<file path="src/rtl/acc_alu_pkg.sv">
package acc_alu_pkg;

  localparam int FLAG_W = 4;

  typedef enum logic [2:0] {
    OP_ADD = 3'd0,
    OP_SUB = 3'd1,
    OP_CMP = 3'd2,
    OP_INC = 3'd3,
    OP_DEC = 3'd4
  } alu_op_e;

  typedef struct packed {
    logic neg;
    logic ovf;
    logic zero;
    logic carry;
  } alu_flags_t;

endpackage

</file>
<file path="src/rtl/acc_alu_rst_sync.sv">
module acc_alu_rst_sync #(
  parameter int STAGES = 2
) (
  input  logic clk,
  input  logic rst_n,
  output logic rst_sync_n
);

  logic [STAGES-1:0] sync_q;

  always_ff @(posedge clk or negedge rst_n) begin
    if (!rst_n) sync_q <= '0;
    else        sync_q <= {sync_q[STAGES-2:0], 1'b1};
  end

  assign rst_sync_n = sync_q[STAGES-1];

endmodule

</file>
<file path="src/rtl/acc_alu_opsel.sv">
module acc_alu_opsel
  import acc_alu_pkg::*;
#(
  parameter int W = 8
) (
  input  logic [2:0]   op_sel,
  input  logic [W-1:0] opnd_a,
  input  logic [W-1:0] opnd_b,
  input  logic         carry_cur,
  output logic [W-1:0] add_x,
  output logic [W-1:0] add_y,
  output logic         add_ci
);

  localparam logic [W-1:0] ONE = {{(W-1){1'b0}}, 1'b1};

  always_comb begin
    add_x  = opnd_a;
    add_y  = '0;
    add_ci = 1'b0;
    case (op_sel)
      OP_ADD: begin add_y = opnd_b;  add_ci = carry_cur; end
      OP_SUB: begin add_y = ~opnd_b; add_ci = carry_cur; end
      OP_CMP: begin add_y = ~opnd_b; add_ci = 1'b1;      end
      OP_INC: begin add_y = ONE;     add_ci = 1'b0;      end
      OP_DEC: begin add_y = '1;      add_ci = 1'b0;      end
      default: begin add_y = '0;     add_ci = 1'b0;      end
    endcase
  end

endmodule

</file>
<file path="src/rtl/acc_alu_adder.sv">
module acc_alu_adder #(
  parameter int W = 8
) (
  input  logic [W-1:0] add_x,
  input  logic [W-1:0] add_y,
  input  logic         add_ci,
  output logic [W-1:0] sum,
  output logic         cout,
  output logic         ovf
);

  logic [W:0] full;

  assign full = {1'b0, add_x} + {1'b0, add_y} + {{W{1'b0}}, add_ci};
  assign sum  = full[W-1:0];
  assign cout = full[W];
  // signed overflow: like-signed inputs giving an opposite-signed sum
  assign ovf  = (add_x[W-1] == add_y[W-1]) && (sum[W-1] != add_x[W-1]);

endmodule

</file>
<file path="src/rtl/acc_alu_flagnext.sv">
module acc_alu_flagnext
  import acc_alu_pkg::*;
#(
  parameter int W = 8
) (
  input  logic [2:0]        op_sel,
  input  logic [W-1:0]      sum,
  input  logic              cout,
  input  logic              ovf,
  input  logic [FLAG_W-1:0] flags_cur,
  output logic [FLAG_W-1:0] flags_nxt,
  output logic              res_we
);

  alu_flags_t cur, nxt;
  logic       is_zero;

  assign cur     = alu_flags_t'(flags_cur);
  assign is_zero = (sum == '0);

  always_comb begin
    nxt    = cur;
    res_we = 1'b0;
    case (op_sel)
      OP_ADD, OP_SUB: begin
        nxt    = '{neg: sum[W-1], ovf: ovf, zero: is_zero, carry: cout};
        res_we = 1'b1;
      end
      OP_CMP: begin
        nxt    = '{neg: sum[W-1], ovf: cur.ovf, zero: is_zero, carry: cout};
        res_we = 1'b0;
      end
      OP_INC, OP_DEC: begin
        nxt    = '{neg: sum[W-1], ovf: cur.ovf, zero: is_zero, carry: cur.carry};
        res_we = 1'b1;
      end
      default: begin
        nxt    = cur;
        res_we = 1'b0;
      end
    endcase
  end

  assign flags_nxt = nxt;

endmodule

</file>
<file path="src/rtl/acc_alu_flagreg.sv">
module acc_alu_flagreg
  import acc_alu_pkg::*;
(
  input  logic              clk,
  input  logic              rst_n,
  input  logic              exec_en,
  input  logic [FLAG_W-1:0] flags_nxt,
  input  logic              wr_en,
  input  logic [FLAG_W-1:0] wr_val,
  output logic [FLAG_W-1:0] flags_q
);

  logic              load_en;
  logic [FLAG_W-1:0] flags_d;

  assign load_en = exec_en | wr_en;

  always_comb begin
    flags_d = flags_q;
    if (exec_en)    flags_d = flags_nxt;
    else if (wr_en) flags_d = wr_val;
  end

  always_ff @(posedge clk or negedge rst_n) begin
    if (!rst_n)       flags_q <= '0;
    else if (load_en) flags_q <= flags_d;
  end

endmodule

</file>
<file path="src/rtl/acc_alu8.sv">
module acc_alu8
  import acc_alu_pkg::*;
#(
  parameter int W = 8
) (
  input  logic              clk,
  input  logic              rst_n,
  input  logic              exec_en,
  input  logic [2:0]        op_sel,
  input  logic [W-1:0]      opnd_a,
  input  logic [W-1:0]      opnd_b,
  input  logic              flags_wr_en,
  input  logic [FLAG_W-1:0] flags_wr_val,
  output logic [W-1:0]      res_o,
  output logic              res_we_o,
  output logic [FLAG_W-1:0] flags_nxt_o,
  output logic [FLAG_W-1:0] flags_q_o
);

  logic              rst_sync_n;
  logic [W-1:0]      add_x, add_y, sum;
  logic              add_ci, cout, ovf;
  logic [FLAG_W-1:0] flags_q, flags_nxt;
  alu_flags_t        flags_view;

  assign flags_view = alu_flags_t'(flags_q);

  acc_alu_rst_sync #(.STAGES(2)) u_rst (
    .clk(clk), .rst_n(rst_n), .rst_sync_n(rst_sync_n)
  );

  acc_alu_opsel #(.W(W)) u_opsel (
    .op_sel(op_sel), .opnd_a(opnd_a), .opnd_b(opnd_b),
    .carry_cur(flags_view.carry),
    .add_x(add_x), .add_y(add_y), .add_ci(add_ci)
  );

  acc_alu_adder #(.W(W)) u_add (
    .add_x(add_x), .add_y(add_y), .add_ci(add_ci),
    .sum(sum), .cout(cout), .ovf(ovf)
  );

  acc_alu_flagnext #(.W(W)) u_fnext (
    .op_sel(op_sel), .sum(sum), .cout(cout), .ovf(ovf),
    .flags_cur(flags_q), .flags_nxt(flags_nxt), .res_we(res_we_o)
  );

  acc_alu_flagreg u_freg (
    .clk(clk), .rst_n(rst_sync_n), .exec_en(exec_en),
    .flags_nxt(flags_nxt), .wr_en(flags_wr_en), .wr_val(flags_wr_val),
    .flags_q(flags_q)
  );

  assign res_o       = sum;
  assign flags_nxt_o = flags_nxt;
  assign flags_q_o   = flags_q;

endmodule

</file>
<file path="config.mk">
export PLATFORM = sky130hd
export DESIGN_NAME = acc_alu8
export DESIGN_NICKNAME = d
export VERILOG_FILES = /design/src/rtl/acc_alu_pkg.sv /design/src/rtl/acc_alu_rst_sync.sv /design/src/rtl/acc_alu_opsel.sv /design/src/rtl/acc_alu_adder.sv /design/src/rtl/acc_alu_flagnext.sv /design/src/rtl/acc_alu_flagreg.sv /design/src/rtl/acc_alu8.sv
export SDC_FILE = /design/constraint.sdc
export NUM_CORES = 1
export LEC_CHECK = 0
export ABC_AREA = 1
export BUFFER_PORTS_ARGS = -buffer_cell sky130_fd_sc_hd__buf_4
export CAP_MARGIN = 20
export CORE_UTILIZATION = 40
export CTS_CLUSTER_DIAMETER = 120
export DETAILED_ROUTE_END_ITERATION = 12
export PLACE_DENSITY = 0.74
export REMOVE_ABC_BUFFERS = 1
export SLEW_MARGIN = 10
export SYNTH_ARGS = -nofsm -noshare
export SYNTH_HDL_FRONTEND = slang
export SYNTH_SLANG_ARGS = --single-unit
export TNS_END_PERCENT = 10
</file>
<file path="constraint.sdc">
create_clock -name clk -period 3 [get_ports clk]
set_input_delay 0.3 -clock clk [delete_from_list [all_inputs] [get_ports clk]]
set_output_delay 0.3 -clock clk [all_outputs]
set_load 0.02 [all_outputs]
</file>
==> impl_metrics.ini <==
[outcome]
outcome = complete, no violations

[die]
dieArea_um2 = 2560
initial_core_util_pct = 42.6
ios = 44
core_area_um2 = 2210
rows = 17
die_h_um = 50.6
chipWidth_um = 50.6

[logic_synthesis]
synth_common_cells = nand2_1 (39), inv_1 (27), o21ai_0 (19)
synth_cell_types = 27
ys_seq_area_share_pct = 15.9
synth-seq-cells = 6
synth_cells = 153
synth.largest_area_cell = dfrtp_1
yosys-top-cells-area = dfrtp_1 (16%), nand2_1 (16%), inv_1 (11%), o21ai_0 (10%), ha_1 (9.3%)
syn_avg_cell_area_um2 = 6.17
synth-edff-count = 0
synth_most_common_cell = nand2_1
async_flop_share_pct = 100
synth_ff_type = dfrtp_1
synth_warnings = 0
synth_area_um2 = 943
synth_top_area_share_pct = 15.9

[pwr]
max-vdd-ir-drop_mv = 0.416
p_per_area_nw_per_um2 = 357
cellLeakagePower_nw = 0.784

[sta]
holdWs_ns = 0.0518
skew_ns = 0.00703
fin_crit_sh_pct = 95.9
rsz0062_at_grt = true
fmax_mhz = 347
hold_viol = 0
finalMaxSlewViolations = 0
post-route-min-period_ns = 2.88
tns_ns = 0
setup_viol = 0

[cts]
clkLatencyLatePin_ns = 0.24
htree_levels = 1
cts_sinks = 6
clock_path_buffers = 2
clk_pin_slew_ns = 0.05
cts-root-buf = clkbuf_4
numCtsBuffers = 3
cts_tree = yes

[drt]
first_pass_iters = 4
ant_nets = 0
viasPerCell = 4.90
drc = 0
dr_total_vias = 1136
routed_wl_um = 2670
wire_per_inst_um = 11.5
first_iter_violations = 17

[setup_path]
r2r_cells = 13
crit_chain = buf_8 -> nand2_4 -> inv_2 -> nor2_4 -> buf_6 -> o221a_4 -> fa_2 -> inv_2 -> fa_1 -> nor2_1 -> nand3_1 -> nor2_1 -> nand3_1 -> nor2_2 -> nand3_2 -> nand2_2 -> buf_6
start_kind = input port
worst-setup-path-type = input port to output port
cp_max_fo = 5
arrival_ns = 2.58
worstPathRequired_ns = 2.70
critPathCaptureType = output port
rrSetupSlack_ns = 0.72
critPathMaxStageDelay_ns = 0.41
cp_slowest_cell = fa_1

[global_route]
grt_pass1_wl_um = 4130
grt_pass1_vias = 1036
track_usage_pct = 20.8
gr-total-overflow = 0
grt_max_degree = 12
antenna_found_initial = 0

[cells_and_area]
layout.nets = 242
stdcell_count = 232
antennaDiodeCount = 0
nFillCells = 210
area_delta_synth_final_pct = 49.7
final-seq-area_um2 = 150
multi_input_area_um2 = 699
drive_gt1_share_pct = 37.3

[hold_path]
hold_class = flop to asynchronous set/reset pin

[placement]
placed_cells = 226
gp_congestion = 0.857
io_buffers = 43
dp.final_hpwl_um = 2120

[run]
maxCapViolations = 0
[logic make-up (layout without fill, tap and decap cells)]
| kind of cell | Yosys count | in the layout | synth area share, % |
|---|---|---|---|
| and+or+nand+nor | 79 | 79 | 40.6 |
| adders and majority gates | 9 | 9 | 13.5 |
| AOI/OAI and AO/OA | 27 | 27 | 16.8 |
| other | 1 | 1 | 0.397 |
| buffers and inverters | 31 | 82 | 12.7 |
| DFF | 6 | 6 | 15.9 |
[layout make-up]
cell class | instances | area share (%)
clock buffers | 3 | 1.59
inverters | 29 | 7.71
multi-input cells | 116 | 49.5
flip-flops and latches | 6 | 10.6
well taps | 28 | 2.48
repair buffers | 50 | 28.1
[state kept, by name, indices dropped and copies added, names as in the netlist]
signal,flops
u_rst.sync_q,2
u_freg.flags_q,4
[cell usage in the layout, fill, tap and decap left out, types with 2 or more instances in the layout]
| master | Yosys | final |
|---|---|---|
| a21oi_2 | 3 | 3 |
| nor2_1 | 8 | 7 |
| nand4_1 | 3 | 3 |
| nand3_2 | 4 | 4 |
| nor2_2 | 2 | 2 |
| nor2_4 | 1 | 2 |
| nand3_1 | 12 | 12 |
| buf_4 | 1 | 45 |
| nand3b_1 | 2 | 2 |
| nand2_1 | 39 | 38 |
| o21ai_0 | 19 | 19 |
| dfrtp_1 | 6 | 6 |
| inv_2 | 2 | 3 |
| nand2_2 | 5 | 5 |
| clkbuf_4 | 0 | 3 |
| buf_6 | 0 | 3 |
| inv_1 | 27 | 26 |
| ha_1 | 7 | 7 |
[metrics by stage]
stage	power [mW]	area [µm²]	setup slack [ns]	utilization, %
3_5_place_dp	0.419	1320	-0.0148	59.7
5_1_grt	0.545	1410	-0.0744	63.9
3_3_place_gp	0.415	1320	0.0711	59.7
4_1_cts	0.496	1360	0.0132	61.3
6_report	0.505	1410	0.122	63.9
2_1_floorplan	0.291	932	0.106	-
[report_power, final]
| group | switching [mW] | internal [mW] | leakage, nW | total, mW |
|---|---|---|---|---|
| combinational | 0.190 | 0.145 | 0.697 | 0.335 |
| sequential | 0.00786 | 0.0899 | 0.0732 | 0.0978 |
| clock | 0.0272 | 0.0451 | 0.0138 | 0.0723 |
[repair_timing]
action | 4_1_cts | 5_1_grt
pin swaps | 0 | 7
gates resized for setup | 1 | 11
buffers inserted | 0 | 2
setup endpoints to repair | 1 | 1
hold buffers | 1 | 0
endpoints found under the hold margin | 2 | 0
[path summary, 6_finish.rpt]
| check | startpoint | end |
|---|---|---|
| setup / recovery | op_sel[1] | flags_nxt_o[1] |
| hold / removal | u_rst.sync_q[1]$_DFF_PN0_ | u_freg.flags_q[2]$_DFFE_PN0P_ |
| setup reg to reg | u_freg.flags_q[0]$_DFFE_PN0P_ | u_freg.flags_q[1]$_DFFE_PN0P_ |
| hold reg to reg | u_rst.sync_q[1]$_DFF_PN0_ | u_freg.flags_q[2]$_DFFE_PN0P_ |
| max in group asynchronous | rst_n | u_rst.sync_q[0]$_DFF_PN0_ |
| min in group clk | flags_wr_val[0] | u_freg.flags_q[0]$_DFFE_PN0P_ |
[routing by layer]
| layer | up-vias | track usage, % | share of wire [%] |
|---|---|---|---|
| met1 | 518 | 24.5 | 43 |
| met4 | 0 | 3.70 | 0 |
| met3 | 0 | 2.73 | 3.0 |
| met5 | - | 0 | 0 |
| met2 | 26 | 39.6 | 54 |
| li1 | 592 | - | - |
[critical path, delay by kind of cell]
family | cells | cell delay [ns]
adders and majority gates | 2 | 0.79
and+or+nand+nor | 9 | 0.75
buffers and inverters | 5 | 0.49
AOI/OAI and AO/OA | 1 | 0.26
No activity file was read; power rests on OpenSTA's default activity.
